`config.mk`:
```
export PLATFORM = sky130hd
export DESIGN_NAME = prefetch_pair_buffer
export DESIGN_NICKNAME = d
export VERILOG_FILES = /design/src/rtl/prefetch_pair_buffer.sv
export SDC_FILE = /design/constraint.sdc
export NUM_CORES = 1
export LEC_CHECK = 0
export ABC_AREA = 1
export BUFFER_PORTS_ARGS = -buffer_cell sky130_fd_sc_hd__buf_4
export CAP_MARGIN = 20
export CORE_MARGIN = 4
export CORE_UTILIZATION = 40
export CTS_CLUSTER_SIZE = 14
export DETAILED_ROUTE_END_ITERATION = 7
export GPL_TIMING_DRIVEN = 1
export PLACE_DENSITY = 0.64
export SYNTH_ARGS = -nofsm -noshare
export SYNTH_HDL_FRONTEND = slang
export SYNTH_SLANG_ARGS = --single-unit
```
`constraint.sdc`:
```
create_clock -name clk -period 2.7 [get_ports clk]
set_input_delay 0.54 -clock clk [delete_from_list [all_inputs] [get_ports clk]]
set_output_delay 0.54 -clock clk [all_outputs]
set_load 0.01 [all_outputs]
```
`src/rtl/prefetch_pair_buffer.sv`:
```
module prefetch_pair_buffer #(
  parameter int          AW        = 16,
  parameter logic [7:0]  CTRL_ADDR = 8'hAF,
  parameter int          EN_BIT    = 5
) (
  input  logic          clk,
  input  logic          rst_n,
  input  logic          cpu_req,
  input  logic          cpu_branch,
  input  logic [AW-1:0] cpu_addr,
  output logic [7:0]    cpu_byte,
  output logic          cpu_valid,
  input  logic          cfg_we,
  input  logic [7:0]    cfg_addr,
  input  logic [7:0]    cfg_wdata,
  output logic [7:0]    cfg_rdata,
  output logic          mem_rd,
  output logic [AW-2:0] mem_addr,
  input  logic [15:0]   mem_data,
  input  logic          mem_valid
);
  localparam int PW = AW - 1;
  localparam logic [PW-1:0] ONE = PW'(1);
  localparam logic [7:0] EN_MASK = 8'(1) << EN_BIT;

  logic          en;
  logic          buf_v;
  logic [PW-1:0] buf_pair;
  logic [15:0]   buf_data;
  logic [1:0]    q_v;
  logic [PW-1:0] q_pair [2];

  wire [PW-1:0] want    = cpu_addr[AW-1:1];
  wire          rsp     = q_v[1] && mem_valid && !cpu_branch;
  wire          rsp_hit = rsp && (q_pair[1] == want);
  wire          buf_hit = en && buf_v && !cpu_branch && (buf_pair == want);
  wire          hit     = cpu_req && (rsp_hit || buf_hit);
  wire [15:0]   src     = rsp_hit ? mem_data : buf_data;
  wire          covered = q_v[0] && !cpu_branch && (q_pair[0] == want);
  wire          demand  = cpu_req && !hit && !covered;
  wire          pf      = en && hit && !q_v[0];

  assign cpu_valid = hit;
  assign cpu_byte  = cpu_addr[0] ? src[15:8] : src[7:0];
  assign mem_rd    = demand || pf;
  assign mem_addr  = demand ? want : want + ONE;
  assign cfg_rdata = (cfg_addr == CTRL_ADDR && en) ? EN_MASK : 8'h00;

  always_ff @(posedge clk) begin
    if (!rst_n) begin
      en    <= 1'b1;
      buf_v <= 1'b0;
      q_v   <= 2'b00;
    end else begin
      if (cfg_we && cfg_addr == CTRL_ADDR)
        en <= (cfg_wdata & EN_MASK) != 8'h00;
      if (cpu_branch)
        buf_v <= 1'b0;
      else if (rsp) begin
        buf_v    <= 1'b1;
        buf_pair <= q_pair[1];
        buf_data <= mem_data;
      end
      q_v[0] <= mem_rd;
      q_v[1] <= q_v[0] && !cpu_branch;
    end
    q_pair[0] <= mem_addr;
    q_pair[1] <= q_pair[0];
  end

  a_r5_no_byte_on_branch: assert property (@(posedge clk) disable iff (!rst_n)
    cpu_branch |-> !cpu_valid);

  a_r3_branch_two_stalls: assert property (@(posedge clk) disable iff (!rst_n)
    $past(cpu_branch && cpu_req, 2) && !$past(cpu_branch) && $past(cpu_req) &&
    cpu_req && !cpu_branch && $stable(cpu_addr) && $past(cpu_addr) == $past(cpu_addr, 2)
    |-> cpu_valid);

  a_r8_no_speculation: assert property (@(posedge clk) disable iff (!rst_n)
    (!en && mem_rd) |-> (cpu_req && !cpu_valid));

  a_r6_mem_latency: assert property (@(posedge clk) disable iff (!rst_n)
    mem_valid |-> $past(mem_rd, 2));
endmodule

```
# [Word-level counts from Yosys, hierarchy flattened]
# Memory sizes are Yosys's and may differ from the RTL's.
# Cells that the tools add are included.
[word_totals] regBits=35 ramBits=30 out_inout_bits=33 word_cells=40 mem_count=1
[memory_table] memory="q_pair" words=2 word_bits=15 rd=2 rd_clocked_by_memory_dff=0 wr=2 line="31" text="logic [PW-1:0] q_pair [2];"
[classes] n_addsub=1 n_eq_ne=4 n_mux=4 n_bitwise=2 reduce_logical=23
[op_table] operator="15-bit == test" count=3
[op_table] operator="16-bit two-way mux" count=1
[op_table] operator="15-bit by 1-bit adder with 15-bit output (second input constant)" count=1
[op_table] operator="1-bit logical AND" count=15
[op_table] operator="15-bit two-way mux" count=1
[op_table] operator="8-bit == test (second input constant)" count=1
[op_table] operator="8-bit two-way mux" count=1
[op_table] operator="6-bit two-way mux" count=1
[op_table] operator="1-bit logical NOT" count=4
[op_table] operator="3-bit AND reduction" count=1
[op_table] operator="1-bit logical OR" count=2
[op_table] operator="1-bit inverter" count=2
[op_table] operator="2-bit OR reduction" count=1

# [Logic depth before layout (Yosys ltp)]
[depth] depth_word=9 depth_mapped=14 depth_no_buf=12

# [Least setup slack after synthesis]
# Ideal clock, no wire load.
[synth_timing] kind="input to register" startpoint="in cpu_branch" endpoint="reg buf_data[0] (enable)" setup_time_ps=419 arrival_time_ps=2025 t_required_ps=2281 slack_ps=257 stages=3 n_path_buf=0 cell_sequence="inv_1 nand2_1 nor2_1"
[synth_via] elab_chain_cells=3
[synth_lines] element="start, declared" line="9" text="input logic cpu_branch,"
[synth_lines] element="1-bit logical NOT" line="34" text="wire rsp = q_v[1] && mem_valid && !cpu_branch;"
[synth_lines] element="1-bit logical AND" line="34"
[synth_lines] element="3-bit AND reduction (no line) (*)"
[synth_lines] element="end signal, assigned" line="62" text="buf_data <= mem_data;"
[synth_lines] element="end, declared" line="29" text="logic [15:0] buf_data;"
# Mark *: on every way between the ends. The rest lies on a longest branch, timed or not.
# A chain may end at the register's enable or synchronous reset.

# [Worst setup path after layout]
[layout_timing] startpoint="in cpu_addr[2]" endpoint="out mem_addr[3]"
[layout_via] elab_chain_cells=8
[layout_lines] element="start, declared" line="10" text="input logic [AW-1:0] cpu_addr,"
[layout_lines] element="branches (longest 7 deep; another with 15-bit by 1-bit adder with 15-bit output)"
[layout_lines] element="15-bit two-way mux (*)" line="46" text="assign mem_addr = demand ? want : want + ONE;"
[layout_lines] element="end, declared" line="18" text="output logic [AW-2:0] mem_addr,"
# Mark *: on every way between the ends.

==> results.sh <==
export IMPL_report_final_slew_viol_count=0
export IMPL_clock_sinks=65
export IMPL_cap_viol_max_count=0
export IMPL_avgRoutedWirePerCell_um=13.0
export IMPL_synth_flop_cell="sky130_fd_sc_hd__dfxtp_1"
export IMPL_drive_above_1_share=0.232
export IMPL_grt_total_usage=0.180
export IMPL_netlist_top_cell_by_area="sky130_fd_sc_hd__edfxtp_1"
export IMPL_cp_max_fo=12
export IMPL_crit_reg2reg_launch="q_pair[0][21]"
export IMPL_pre_cts_ws_ns=-0.0619
export IMPL_worst_hold_path_num_cells=0
export IMPL_first_pass_iters=4
export IMPL_arrival_ns=2.05
export IMPL_pwr_share_comb=0.168
export IMPL_max_clock_path_buffers=2
export IMPL_cts_buffers_inserted=9
export IMPL_post_synth_fa_ha_maj_area_fraction=0.00349
export IMPL_synth_area_top_cells="sky130_fd_sc_hd__edfxtp_1, sky130_fd_sc_hd__nand2_1, sky130_fd_sc_hd__dfxtp_1"
export IMPL_vdd_ir_drop_max_mv=0.259
export IMPL_timing_clock_skew_ns=0.00918
export IMPL_synth_edff_count=31
export IMPL_timing_fmax_mhz=387
export IMPL_synthMostInstantiatedCell="sky130_fd_sc_hd__nand2_1"
export IMPL_end_kind="output pin"
export IMPL_hold_viol_final=0
export IMPL_crit_path_top_delay_cell="sky130_fd_sc_hd__buf_4"
export IMPL_synth_commonest_cells="sky130_fd_sc_hd__nand2_1, sky130_fd_sc_hd__inv_1, sky130_fd_sc_hd__nor2_1, sky130_fd_sc_hd__dfxtp_1, sky130_fd_sc_hd__edfxtp_1"
export IMPL_cts_root_buf="sky130_fd_sc_hd__clkbuf_8"
export IMPL_power_leakage_uw=0.00236
export IMPL_finalWorstSetupSlack_ns=0.114
export IMPL_syn_avg_cell_area_um2=7.04
export IMPL_coreArea_um2=8720
export IMPL_fin_hold_ws_ns=0.356
export IMPL_yosys_cell_types_count=28
export IMPL_simple_gate_portion_of_the_synthesized_area=0.314
export IMPL_finished_cell_area_um2=4550
export IMPL_cts_setup_buffers=0
export IMPL_fill_cells=875
export IMPL_sw_frac_of_total=0.268
export IMPL_power_density_nw_per_um2=487
export IMPL_min_to="q_pair[0][15]"
export IMPL_result_of_the_run="finished clean"
export IMPL_cts_hold_buffers=0
export IMPL_worstSkewPairLatency_ns=0.34
export IMPL_post_synth_top_area_fraction=0.260
export IMPL_timing_setup_critical_path_class="input pin to output pin"
export IMPL_r2r_setup_slack_ns=1.09
export IMPL_design_die_area_um2=10500
export IMPL_critPathLaunchType="input pin"
export IMPL_internal_power_uw=1620
export IMPL_postSynthCellCount=509
export IMPL_placed_cell_area_um2=4320
export IMPL_path_buf_inv=4
export IMPL_timing_critical_path_max_delay_family="simple AND/OR/NAND/NOR gates"
export IMPL_crit_path_cell_trace="buf_4, buf_4, nand2_1, nand2_1, nor2_1, nand2_1, nor2_1, nand2_2, nand2_2, inv_2, nand2_8, nand2_1, o21ai_1, buf_4"
export IMPL_net_switching_power_uw=594
export IMPL_global_route_wire_length_before_repair_um=14600
export IMPL_drc=0
export IMPL_place_detailed_instances=699
export IMPL_synth_mux_area_frac=0
export IMPL_io_buffers=72
export IMPL_synth_seq_cells=65
export IMPL_die_height_um=103
export IMPL_period_minus_slack_ns=2.59
export IMPL_power_sequential_fraction=0.498
export IMPL_yosysWarningCount=0
export IMPL_grt_remaining_overflow=0
export IMPL_vias_per_cell=4.65
export IMPL_die_wd_um=103
export IMPL_postRouteWirelength_um=9300
export IMPL_worstHoldStart="q_pair[0][0]"
export IMPL_layout_area_overhead_vs_synth_pct=27.0
export IMPL_hpwlAfterDp_um=7220
export IMPL_antenna_violations_before_repair=0
export IMPL_synth_compound_area_frac=0.0775
export IMPL_clkPwrFrac=0.334
export IMPL_capture_instance_of_the_worst_register_to_register_path="q_v[0]"
export IMPL_tritoncts="yes"
export IMPL_seq_area_frac_synth=0.450
export IMPL_io_pin_count=87
export IMPL_placementRows=34
export IMPL_setup_viol=0
export IMPL_slowest_delay_ns=0.16
export IMPL_start_util=0.411
export IMPL_syn_cell_area_um2=3580
export IMPL_cts_htree_levels=3
export IMPL_cts_reportedPaths_clkPinSlew_ns=0.07
export IMPL_gp_congestion=0.919
export IMPL_postSynth_asyncResetShare=0
export IMPL_ant_nets=0
export IMPL_synth_top_family_by_area="simple AND/OR/NAND/NOR gates"
export IMPL_grt_max_degree=33
export IMPL_final_instance_count_excl_fill=716
export IMPL_detailedRoute_firstIterationViolations=118
export IMPL_setup_repair_after_global_routing_missed_its_margin="yes"
export IMPL_post_synth_xor_xnor_area=0.0293
export IMPL_critical_path_required_ns=2.16
export IMPL_crit_path_top_cell_by_count="sky130_fd_sc_hd__nand2_1"
export IMPL_layout_worst_path_cycle_share=0.958
export IMPL_num_nets_final=658
export IMPL_via_count_of_the_first_global_routing_pass=3120
export IMPL_antenna_cells_inserted=0
export IMPL_route_vias_total=3329
export IMPL_reg2regPathDepth=12
export IMPL_setup_worst_path_start="cpu_addr[2]"
export IMPL_hold_path_class="flop to flop"
metal layers:
metal  routed length (µm)  up-vias  global-route usage  part of all wire
met5                    0        -                   0                 0
met4                  141        0              0.0525             0.015
met3                  755       14              0.0535             0.081
met2                 4230      124               0.286              0.45
met1                 4180     1445               0.238              0.45
li1                     -     1746                   -                 -
layout make-up:
cell class	instances	area, µm²	share of cell area
inverters	86	323	0.0709
flip-flops and latches	65	1610	0.354
clock buffers	13	160	0.0352
repair buffers	93	698	0.153
clock inverters	3	15.0	0.00330
well taps	108	135	0.0297
multi-input cells	348	1610	0.353
power by group through the flow:
| stage | registers (µW) | logic, µW | clock network [µW] |
|---|---|---|---|
| after floorplan | 1120 | 204 | 0 |
| after global placement | 1120 | 358 | 0 |
| after detailed placement | 1130 | 363 | 0 |
| after CTS | 1100 | 366 | 763 |
| after global routing | 1110 | 420 | 808 |
| final | 1100 | 372 | 741 |
cell usage in the layout (no fill, tap or decap), types with 8 or more instances in the layout:
| master | instances |
|---|---|
| sky130_fd_sc_hd__a21oi_1 | 10 |
| sky130_fd_sc_hd__buf_4 | 93 |
| sky130_fd_sc_hd__clkbuf_8 | 9 |
| sky130_fd_sc_hd__dfxtp_1 | 33 |
| sky130_fd_sc_hd__edfxtp_1 | 31 |
| sky130_fd_sc_hd__inv_1 | 73 |
| sky130_fd_sc_hd__inv_2 | 13 |
| sky130_fd_sc_hd__nand2_1 | 199 |
| sky130_fd_sc_hd__nand3_1 | 8 |
| sky130_fd_sc_hd__nand4_1 | 8 |
| sky130_fd_sc_hd__nor2_1 | 45 |
| sky130_fd_sc_hd__o211ai_1 | 9 |
| sky130_fd_sc_hd__o21ai_0 | 11 |
| sky130_fd_sc_hd__o21ai_2 | 8 |
| sky130_fd_sc_hd__xor2_1 | 11 |
repair_timing:
item,in CTS,in global routing
resized for setup,2,13
cloned,0,1
endpoints found under the setup margin,5,11
worst register-to-register path, stage by stage (launching register included):
cell and delay [ns]:
sky130_fd_sc_hd__dfxtp_1 0.37, sky130_fd_sc_hd__inv_1 0.05, sky130_fd_sc_hd__nand2_1 0.05, sky130_fd_sc_hd__nand2_1 0.08
sky130_fd_sc_hd__nor2_2 0.13, sky130_fd_sc_hd__nand2_1 0.07, sky130_fd_sc_hd__nor2_2 0.12, sky130_fd_sc_hd__nand2_2 0.07
sky130_fd_sc_hd__nand2_2 0.12, sky130_fd_sc_hd__inv_2 0.11, sky130_fd_sc_hd__nand2_8 0.14, sky130_fd_sc_hd__buf_4 0.13
sky130_fd_sc_hd__a21oi_1 0.05
logic make-up after synthesis:
kind of cell,Yosys count
and+or+nand+nor,282
adders and majority gates,1
buffers and inverters,103
AOI/OAI and AO/OA,45
xor gates and xnor gates,12
other,1
DFF,65
worst max-delay path by stage:
stage | cells after the start | slack, ns | to
after floorplan | 3 | 0.26 | buf_data[0]
after global placement | 12 | -0.05 | mem_addr[5]
after detailed placement | 12 | -0.06 | mem_addr[2]
after CTS | 14 | 0.09 | mem_addr[14]
after global routing | 11 | -0.02 | mem_addr[5]
final | 14 | 0.11 | mem_addr[3]
flip-flops by register name, summed over array words and instances, names as in the netlist:
signal    flops
buf_data     16
q_v           2
q_pair       30
buf_pair     15
en            1
buf_v         1
stage by stage:
step	TNS, ns	total power (µW)	utilization
2_1_floorplan	0	1320	-
3_3_place_gp	-0.139	1480	0.495
3_5_place_dp	-0.182	1490	0.495
4_1_cts	0	2230	0.516
5_1_grt	-0.0520	2340	0.522
6_report	0	2220	0.522
(Power assumes the default switching activity.)
